`config.mk`:
```
export PLATFORM = sky130hd
export DESIGN_NAME = keyed_wdog
export DESIGN_NICKNAME = d
export VERILOG_FILES = /design/src/rtl/keyed_wdog.sv
export SDC_FILE = /design/constraint.sdc
export NUM_CORES = 1
export LEC_CHECK = 0
export ABC_AREA = 1
export CELL_PAD_IN_SITES_DETAIL_PLACEMENT = 0
export CELL_PAD_IN_SITES_GLOBAL_PLACEMENT = 2
export CORE_MARGIN = 8
export CORE_UTILIZATION = 25
export DETAILED_ROUTE_END_ITERATION = 7
export DONT_BUFFER_PORTS = 1
export PLACE_DENSITY = 0.64
export SYNTH_ARGS = -nofsm -noshare
export SYNTH_HDL_FRONTEND = slang
export SYNTH_SLANG_ARGS = --single-unit
```
`constraint.sdc`:
```
create_clock -name clk -period 1.7 [get_ports clk]
set_input_delay 0.17 -clock clk [delete_from_list [all_inputs] [get_ports clk]]
set_output_delay 0.17 -clock clk [all_outputs]
set_load 0.03 [all_outputs]
```
`src/rtl/keyed_wdog.sv`:
```
module keyed_wdog #(
  parameter int CNT_W = 16,
  parameter int WIN_CLKS = 255,
  parameter int GAP_CLKS = 16,
  parameter int PRE_DIV = 256,
  parameter logic [CNT_W-1:0] TO_INIT = '1
) (
  input  logic        clk,
  input  logic        rst_n,
  input  logic [1:0]  addr,
  input  logic        wr_en,
  input  logic [31:0] wdata,
  output logic [31:0] rdata,
  output logic        irq,
  output logic        rst_req
);
  localparam int WIN_W = $clog2(WIN_CLKS + 1);
  localparam int GAP_W = $clog2(GAP_CLKS + 1);
  localparam int PRE_W = $clog2(PRE_DIV);
  localparam logic [31:0] KEY_OPEN = 32'hD928_C520;
  localparam logic [31:0] KEY_KICK = 32'hB480_A602;
  localparam logic [13:0] CFG_MASK = 14'h33E3;
  localparam logic [13:0] CFG_INIT = 14'h2020;
  localparam logic [1:0] H_IDLE = 2'd0, H_OPEN = 2'd1, H_KICK = 2'd2;

  logic [13:0]      cfg_q;
  logic [CNT_W-1:0] cnt_q, toval_q;
  logic [WIN_W-1:0] win_q;
  logic [GAP_W-1:0] gap_q;
  logic [PRE_W-1:0] div_q;
  logic [1:0]       half_q;
  logic             flag_q, done_q, frozen_q, pend_q, rst_q;

  logic wide, pre, en, ie;
  assign wide = cfg_q[13];
  assign pre  = cfg_q[12];
  assign en   = cfg_q[7];
  assign ie   = cfg_q[6];

  logic wr_cs, wr_cnt, wr_to;
  assign wr_cs  = wr_en && addr == 2'd0;
  assign wr_cnt = wr_en && addr == 2'd1;
  assign wr_to  = wr_en && addr == 2'd2;

  logic [15:0] lo;
  assign lo = wdata[15:0];

  logic open_key, kick_key, unlock, kick, open_st, cs_ok, to_ok, tick, hit;
  assign open_key = wide ? (wdata == KEY_OPEN) : (half_q == H_OPEN && lo == KEY_OPEN[31:16]);
  assign kick_key = wide ? (wdata == KEY_KICK) : (half_q == H_KICK && lo == KEY_KICK[31:16]);
  assign unlock   = wr_cnt && open_key && !frozen_q;
  assign kick     = wr_cnt && kick_key;
  assign open_st  = win_q != '0;
  assign cs_ok    = wr_cs && open_st;
  assign to_ok    = wr_to && open_st;
  assign tick     = en && (!pre || div_q == PRE_W'(PRE_DIV - 1));
  assign hit      = tick && !kick && cnt_q == toval_q;

  always_ff @(posedge clk or negedge rst_n) begin
    if (!rst_n) begin
      half_q <= H_IDLE;
      gap_q  <= '0;
    end else if (wr_cnt) begin
      gap_q <= '0;
      if (!wide && lo == KEY_OPEN[15:0])      half_q <= H_OPEN;
      else if (!wide && lo == KEY_KICK[15:0]) half_q <= H_KICK;
      else                                    half_q <= H_IDLE;
    end else if (half_q != H_IDLE) begin
      if (gap_q == GAP_W'(GAP_CLKS - 1)) begin
        half_q <= H_IDLE;
        gap_q  <= '0;
      end else begin
        gap_q <= gap_q + 1'b1;
      end
    end
  end

  always_ff @(posedge clk or negedge rst_n) begin
    if (!rst_n) begin
      win_q    <= '0;
      done_q   <= 1'b1;
      frozen_q <= 1'b0;
      cfg_q    <= CFG_INIT;
      toval_q  <= TO_INIT;
    end else begin
      if (unlock)           win_q <= WIN_W'(WIN_CLKS);
      else if (cs_ok)       win_q <= '0;
      else if (open_st)     win_q <= win_q - 1'b1;
      if (unlock)           done_q <= 1'b0;
      else if (cs_ok)       done_q <= 1'b1;
      if (cs_ok) begin
        cfg_q <= wdata[13:0] & CFG_MASK;
        if (!wdata[5]) frozen_q <= 1'b1;
      end
      if (to_ok)            toval_q <= wdata[CNT_W-1:0];
    end
  end

  always_ff @(posedge clk or negedge rst_n) begin
    if (!rst_n) begin
      cnt_q  <= '0;
      div_q  <= '0;
      flag_q <= 1'b0;
      pend_q <= 1'b0;
      rst_q  <= 1'b0;
    end else begin
      if (kick || hit)  cnt_q <= '0;
      else if (tick)    cnt_q <= cnt_q + 1'b1;
      if (!en || kick || div_q == PRE_W'(PRE_DIV - 1)) div_q <= '0;
      else              div_q <= div_q + 1'b1;
      if (hit)                     flag_q <= 1'b1;
      else if (wr_cs && wdata[14]) flag_q <= 1'b0;
      if (hit && ie)    pend_q <= 1'b1;
      if ((hit && !ie) || (pend_q && tick)) rst_q <= 1'b1;
    end
  end

  always_comb begin
    case (addr)
      2'd0:    rdata = {17'b0, flag_q, cfg_q[13:12], open_st, done_q, cfg_q[9:0]};
      2'd1:    rdata = {{(32-CNT_W){1'b0}}, cnt_q};
      2'd2:    rdata = {{(32-CNT_W){1'b0}}, toval_q};
      default: rdata = '0;
    endcase
  end

  assign irq     = flag_q && ie;
  assign rst_req = rst_q;
endmodule

```
# Word level (Yosys, flattened, before mapping)
# Cells that the tools add are included.
# Widths: inputs -> output; s select.
# word_totals
wordCells,93
regBits,69
input_bits,37
output_inout_bits,34
# classes
n_reduce_logical,42
addsub,4
n_eq_ne,13
n_mux,21
n_bitwise,1
# ops
cell,count
$eq 16x16->1 const B,4
$eq 32x32->1 const B,2
$pmux 16 s3,1
$mux 16,2
$mux 8,4
$logic_and 1x1->1,20
$add 16x1->16 const B,1
$eq 16x16->1,1
$mux 5,3
$reduce_bool 2->1,6
$mux 2,5
$add 8x1->8 const B,1
$eq 8x8->1 const B,1
$reduce_bool 8->1,1
$sub 8x1->8 const B,1
$logic_not 1->1,6
$mux 1,6
$add 5x1->5 const B,1
$eq 5x4->1 const B,1
$logic_or 1x1->1,5
$eq 2x1->1 const B,2
$eq 2x2->1 const B,2
$reduce_and 2->1,2
$reduce_bool 3->1,1
2 further kinds,2

# Logic depth before layout (Yosys ltp)
# Gate-level depths: netlist of the first run.
# depth
ltp_word,9
mapped_depth,11
depth_no_buf,11

# Least setup slack after synthesis of the first run
# No wires, ideal clock.
# synth_path
path_type,register to register
from,reg win_q[0]
to,reg toval_q[10]
setup_slack_ns,0.050
synth_period_minus_slack_ns,1.650
setup_ns,0.079
path_buffers,1
arrival_ns,1.572
required_ns,1.621
stages_incl_launch_ff,12
cell_sequence,dfrtp_1 > inv_1 > ha_1 > nand2_1 > nor2_2 > nand4_1 > nor2_4 > inv_2 > nand4_2 > buf_2 > nand2_1 > o21ai_0
# synth_between
elab_chain_len,2
# synth_rtl
item,line,text
start: declaration,28,logic [WIN_W-1:0] win_q;
start signal: assignment,86,if (unlock) win_q <= WIN_W'(WIN_CLKS);
start signal: assignment,88,else if (open_st) win_q <= win_q - 1'b1;
$reduce_bool 8->1,53,assign open_st = win_q != '0;
$logic_and 1x1->1,55,assign to_ok = wr_to && open_st;
end signal: assignment,95,if (to_ok) toval_q <= wdata[CNT_W-1:0];
end: declaration,27,"logic [CNT_W-1:0] cnt_q, toval_q;"
# No other way between the ends.
# A chain may end at the register's enable or synchronous reset.

# Worst setup path after layout of the first run
# layout_path
from,reg win_q[1]
to,out rdata[11]
# layout_between
elab_chain_len,2
# layout_rtl
item,line,text
$reduce_bool 8->1,53,
$pmux 16 s3,119,case (addr)
end: declaration,13,"output logic [31:0] rdata,"
# No other way between the ends.

==> results of run 1 <==
-- area by class of cell --
type,count,area share (%)
Multi-Input combinational cell,441,41.5
Inverter,82,5.16
Clock buffer,10,3.85
Tap cell,225,4.53
Sequential cell,69,28.3
Timing Repair Buffer,107,15.4
Clock inverter,6,1.39
-- worst min path at each step --
stage | start | to | slack (ns) | cells after the start
3_3_place_gp | rst_n | cnt_q[3]$_DFFE_PN0P_ | -0.12 | 0
5_1_grt | rst_n | pend_q$_DFFE_PN0P_ | -0.49 | 0
4_1_cts | rst_n | pend_q$_DFFE_PN0P_ | -0.49 | 0
6_report | rst_n | cnt_q[4]$_DFFE_PN0P_ | -0.48 | 0
3_5_place_dp | rst_n | pend_q$_DFFE_PN0P_ | -0.12 | 0
2_1_floorplan | rst_n | cfg_q[0]$_DFFE_PN0P_ | -0.13 | 0
-- flip-flops by register name, indices dropped and copies added, names as in the netlist, 2 cells and up --
register	count
div_q	8
cfg_q	9
toval_q	16
win_q	8
gap_q	5
cnt_q	16
half_q	2
-- per-stage QoR --
step | worst slack, ns | setup TNS [ns] | util, % | power [mW]
finish | -0.170 | -1.68 | 36.2 | 7.33
global route | -0.236 | -5.22 | 36.2 | 7.77
CTS | -0.217 | -3.47 | 33.1 | 6.90
detailed placement | -0.164 | -3.51 | 29.3 | 4.48
global placement | -0.159 | -2.03 | 29.3 | 4.44
floorplan | 0.0496 | 0 | - | 3.71
-- worst max-delay path, stage by stage, from the launching register on --
cell and delay, ns:
dfrtp_1 0.39, inv_2 0.07, ha_4 0.14, nand2_4 0.05
nor2_4 0.08, nand4_1 0.18, nor2_4 0.16, o221ai_2 0.13
buf_6 0.16
-- cell usage after synthesis (2+ instances only) --
cell type	n	area, um2
ha_1	4	50.1
inv_1	65	244
nor2_4	3	33.8
nand4_1	11	68.8
buf_4	17	128
nand3_1	55	275
nor3_1	15	75.1
o211ai_1	5	37.5
clkbuf_1	3	11.3
clkinv_1	2	7.51
nor2_2	7	43.8
nand2_1	149	559
buf_2	4	20.0
nor2_1	83	312
nor4_1	3	18.8
a21oi_1	9	45.0
o221ai_1	4	35.0
dfrtp_1	50	1250
inv_2	15	56.3
o21ai_0	14	70.1
dfstp_2	19	499
o21ai_1	18	90.1
xor2_1	28	245
xnor2_1	2	17.5
nand3b_1	2	15.0
-- cell usage in the layout, fill, tap and decap left out, types with 8 or more instances in the layout --
| cell | n |
|---|---|
| conb_1 | 16 |
| dfrtp_1 | 46 |
| nand2_1 | 119 |
| nand3_1 | 49 |
| o21ai_1 | 14 |
| dfstp_2 | 19 |
| nor2_1 | 73 |
| o21ai_2 | 12 |
| inv_2 | 15 |
| a21oi_1 | 9 |
| xor2_1 | 28 |
| nor2_4 | 13 |
| nor3_1 | 13 |
| nand2_4 | 12 |
| nor2_2 | 8 |
| nand2_2 | 18 |
| buf_6 | 18 |
| buf_4 | 77 |
| nand4_1 | 11 |
| clkbuf_16 | 11 |
| inv_1 | 61 |
-- power groups by stage --
stage                     Clock (mW)  Sequential (mW)  Combinational (mW)
after floorplan                    0             2.40                1.31
after CTS                       2.12             2.48                2.31
final                           2.07             2.52                2.74
after global placement             0             2.48                1.96
after detailed placement           0             2.50                1.98
after global routing            2.17             2.58                3.02
-- per-layer routing --
| metal | wire length [um] | track usage, % | vias up |
|---|---|---|---|
| li1 | - | - | 2108 |
| met1 | 7270 | 18.5 | 1974 |
| met2 | 6700 | 20.5 | 115 |
| met3 | 970 | 3.09 | 17 |
| met4 | 262 | 5.30 | 0 |
| met5 | 0 | 0 | - |
-- logic make-up after synthesis --
| kind of cell | after synthesis | synth area share (%) |
|---|---|---|
| flops | 69 | 40.3 |
| xor+xnor | 30 | 6.04 |
| other cells | 1 | 0.0862 |
| fa+ha+maj | 4 | 1.15 |
| compound gates | 54 | 7.14 |
| simple gates | 336 | 34.3 |
| buf+inv | 107 | 11.0 |
-- repair_timing --
item                                    CTS  global route
endpoints found under the setup margin   49            63
gates cloned                              0             4
resized for setup                        38           100
setup buffers                            15            21
pin swaps                                 7            39
endpoints found under the hold margin    79            69
==> impl_metrics.tcl, run 1 <==
set metrics [dict create \
    synth-edff-count 0 \
    grt_overflow 0 \
    drtIter0Drc 271 \
    drive_gt1_share_pct 33.4 \
    cp-start-kind "flop" \
    netlist_area_um2 4350 \
    grt_pass1_vias 4210 \
    final_area_um2 6210 \
    nFillCells 1867 \
    power_switching_mw 2.57 \
    ys.flop_type "dfrtp_1" \
    path_max_fanout 2 \
    rsz0062_at_grt "yes" \
    numCtsBuffers 9 \
    criticalPathCategory "flop to output pin" \
    r2r_slack_ns -0.09 \
    diodes 0 \
    period_share_pct 110 \
    grt_use_total_pct 13.6 \
    leakage_nw 2.95 \
    finClkSkew_ns 0.00536 \
    report.final.slew_viol_count 0 \
    r2r-end "toval_q[7]$_DFFE_PN1P_" \
    fp.dieW_um 148 \
    maxSlewHeadroom_pct 66.1 \
    fmax_mhz 535 \
    antenna_found_initial 0 \
    violations "hold timing, setup timing" \
    ctsHoldBuffers 8 \
    synth-seq-area-share_pct 40.3 \
    cts.sinks 69 \
    status "finished with violations" \
    maxCapViolations 0 \
    seq_area_um2 1760 \
    cellPowerDensity_nw_per_um2 1180 \
    hold_viol_final 69 \
    startpoint "win_q[1]$_DFFE_PN0P_" \
    rows 48 \
    layout.cells.non_filler 940 \
    h-tree-depth 3 \
    drc 0 \
    grt_start_max_net_pins 70 \
    initial_utilization_pct 25.3 \
    finalSetupViolCount 27 \
    nNetsFinal 751 \
    clockPowerShare_pct 28.3 \
    ff2ff_path_depth 12 \
    area_growth_syn_to_layout_pct 42.8 \
    crit_end "rdata[11]" \
    clkTransAtPathRegs_ns 0.06 \
    wl_per_cell_um 16.2 \
    regToRegStartpoint "win_q[1]$_DFFE_PN0P_" \
    core_area_um2 17200 \
    peakVddDrop_uv 431 \
    placed_cell_area_um2 5030 \
    synth_warnings 0 \
    drt_pass1_iterations 4 \
    layout_setup_ws_ns -0.170 \
    critPathArrivalTime_ns 1.70 \
    die-area_um2 21900 \
    grt_pass1_wl_um 23100 \
    ios 71 \
    die_y_um 148 \
    synthCells 601 \
    syn-mean-instance-area_um2 7.23 \
    worstPathRequired_ns 1.53 \
    hp-class "primary input to async pin" \
    placement.io_buffers 0 \
    cts_tree "built" \
    insertion_delay_ns 0.34 \
    synthArstFlopShare_pct 100 \
    whs_ns -0.475 \
    ys_seq_elements 69 \
    routed_wl_um 15200 \
    clockBufferDepth 2 \
    switching_share_pct 35.0 \
    final.min_clock_period_ns 1.87 \
    viasPerCell 4.48 \
    endpoint_kind "output pin" \
    p_seq_share_pct 34.4 \
    dp.cells 881 \
    routabilityCongestion 0.797 \
    multi_input_area_um2 2570 \
    synth_cell_type_count 39 \
    cts-root-buf "clkbuf_16" \
    comb_power_share_pct 37.3 \
    num_vias 4214 \
    tightest_slew_ns 0.509 \
    postRouteAntennaNets 0 \
    hpwlAfterDp_um 11100 \
    intPower_mw 4.76 \
]
No activity file was read; power rests on OpenSTA's default activity.
==> run 2: changes to the inputs <==
- PLACE_DENSITY: 0.64 -> 0.62
- clock period: 1.7 -> 1.9 ns (I/O delays scaled with it)
==> run 2 against run 1 <==
Against the previous run:
- the flow now finishes without violations
- non-clock buffer count shrank 55
- register-to-register slack gained 0.16 ns
- clock skew grew 0.0017 ns
- worst setup slack gained 0.20 ns
- die area is the same
- global-route usage shrank 0.28 points
- clock power shrank 9.7%
- combinational power shrank 31%
- critical path type unchanged
==> impl_metrics.tcl, run 2 (synthesis results as in run 1) <==
set metrics [dict create \
    finalSetupViolCount 0 \
    clockBufferDepth 2 \
    status "completed" \
    grt_start_max_net_pins 70 \
    die_y_um 148 \
    clkTransAtPathRegs_ns 0.06 \
    final.min_clock_period_ns 1.87 \
    cellPowerDensity_nw_per_um2 1100 \
    viasPerCell 4.44 \
    peakVddDrop_uv 472 \
    die-area_um2 21900 \
    layout.cells.non_filler 887 \
    ios 71 \
    placement.io_buffers 0 \
    final_area_um2 5440 \
    num_vias 3941 \
    path_cells "inv_2 -> ha_4 -> nand2_4 -> nor2_4 -> nand4_1 -> nor2_4 -> o221ai_2 -> buf_6" \
    drtIter0Drc 273 \
    cts_tree "built" \
    nNetsFinal 698 \
    diodes 0 \
    path_max_fanout 2 \
    routed_wl_um 14100 \
    postRouteAntennaNets 0 \
    hp-class "primary input to flop" \
    drc 0 \
    endpoint_kind "output pin" \
    area_growth_syn_to_layout_pct 25.2 \
    placed_cell_area_um2 4720 \
    cts.sinks 69 \
    rsz0062_at_grt "yes" \
    layout_common_cells "138 x nand2_1, 79 x nor2_1, 64 x inv_1, 54 x nand3_1, 48 x dfrtp_1" \
    routabilityCongestion 0.809 \
    grt_pass1_wl_um 22400 \
    fmax_mhz 535 \
    largestRegisters "cnt_q x16, toval_q x16, cfg_q x9" \
    report.final.slew_viol_count 0 \
    period_share_pct 98.3 \
    cts-root-buf "clkbuf_16" \
    slowest_stage "dfrtp_1" \
    cpMostUsedCell "nor2_4" \
    max_stage_delay_ns 0.39 \
    grt_pass1_vias 3932 \
    h-tree-depth 3 \
    hpwlAfterDp_um 10400 \
    core_area_um2 17200 \
    leakage_nw 2.54 \
    initial_utilization_pct 25.3 \
    grt_use_total_pct 13.3 \
    finClkSkew_ns 0.00706 \
    hold_viol_final 0 \
    wl_per_cell_um 15.9 \
    worstPathRequired_ns 1.71 \
    cp-start-kind "flop" \
    fp.dieW_um 148 \
    antenna_found_initial 0 \
    critPathArrivalTime_ns 1.68 \
    ff2ff_path_depth 12 \
    maxCapViolations 0 \
    hold-path-cell-count 2 \
    rows 48 \
    numCtsBuffers 9 \
    grt_overflow 0 \
    criticalPathCategory "flop to output pin" \
    insertion_delay_ns 0.34 \
    final_common_cell "nand2_1" \
    drt_pass1_iterations 4 \
    dp.cells 842 \
    drive_gt1_share_pct 19.9 \
]
==> run 2: changes by cell type in the layout (fill, tap and decap cells not counted), sizes merged <==
cell | before | now
buf | 97 | 42
clkbuf | 12 | 9
clkinv | 5 | 3
clkinvlp | 1 | 4
dlygate4sd3 | 7 | 10
dlymetal6s4s | 1 | 0
inv | 80 | 81
nand3 | 57 | 58
==> run 2: stage by stage <==
stage	power, mW	utilization, %	worst slack [ns]	hold slack, ns	TNS, ns
after global placement	3.77	27.5	-0.0396	-0.102	-0.227
after CTS	5.91	30.8	-0.0837	0.0196	-0.0837
after detailed placement	3.77	27.5	-0.0589	-0.102	-0.273
after global routing	6.42	31.7	-0.0881	0.0398	-0.233
final	6.00	31.7	0.0322	0.00943	0
after floorplan	3.32	-	0.231	-0.106	0
==> run 2: critical path: cells and delay by family (launching register included) <==
family	cells	cell delay, ns
compound gates	1	0.12
fa+ha+maj	1	0.15
simple gates	4	0.45
flops	1	0.39
buf+inv	2	0.24
==> run 2: power breakdown <==
part           internal (mW)  leakage, nW  switching (mW)
Clock                   1.15        0.144           0.720
Combinational          0.813         1.55            1.09
Sequential              1.89        0.844           0.333
==> run 2: routing by layer <==
| metal | wire, um | global-route usage [%] |
|---|---|---|
| met3 | 731 | 3.09 |
| met5 | 0 | 0 |
| met1 | 7010 | 18.4 |
| met4 | 268 | 5.05 |
| met2 | 6130 | 19.8 |
==> run 2: final timing paths <==
check | from | to | slack (ns)
min | wdata[13] | cfg_q[13]$_DFFE_PN1P_ | 0.009
min reg2reg | frozen_q$_DFFE_PN0P_ | frozen_q$_DFFE_PN0P_ | 0.45
max | win_q[0]$_DFFE_PN0P_ | rdata[11] | 0.03
min in group asynchronous | rst_n | cnt_q[4]$_DFFE_PN0P_ | 0.40
max in group asynchronous | rst_n | toval_q[7]$_DFFE_PN1P_ | 1.16
max reg2reg | win_q[0]$_DFFE_PN0P_ | cfg_q[8]$_DFFE_PN0P_ | 0.07
==> run 2: area by class of cell <==
class                           instances  area [um2]
Tap cell                              225         282
Clock buffer                            9         225
Multi-Input combinational cell        442        2290
Inverter                               82         315
Fill cell                            1898       11700
Timing Repair Buffer                   52         468
Sequential cell                        69        1750
Timing Repair inverter                  1        6.26
Clock inverter                          7        98.8
==> run 2: timing repair <==
item / 4_1_cts / 5_1_grt
endpoints found under the setup margin: 18 / 58
hold endpoints to repair: 79 / 0
cloned: 0 / 3
hold buffers: 11 / 0
resized for setup: 7 / 29
buffers inserted: 12 / 3
pin swaps: 4 / 9
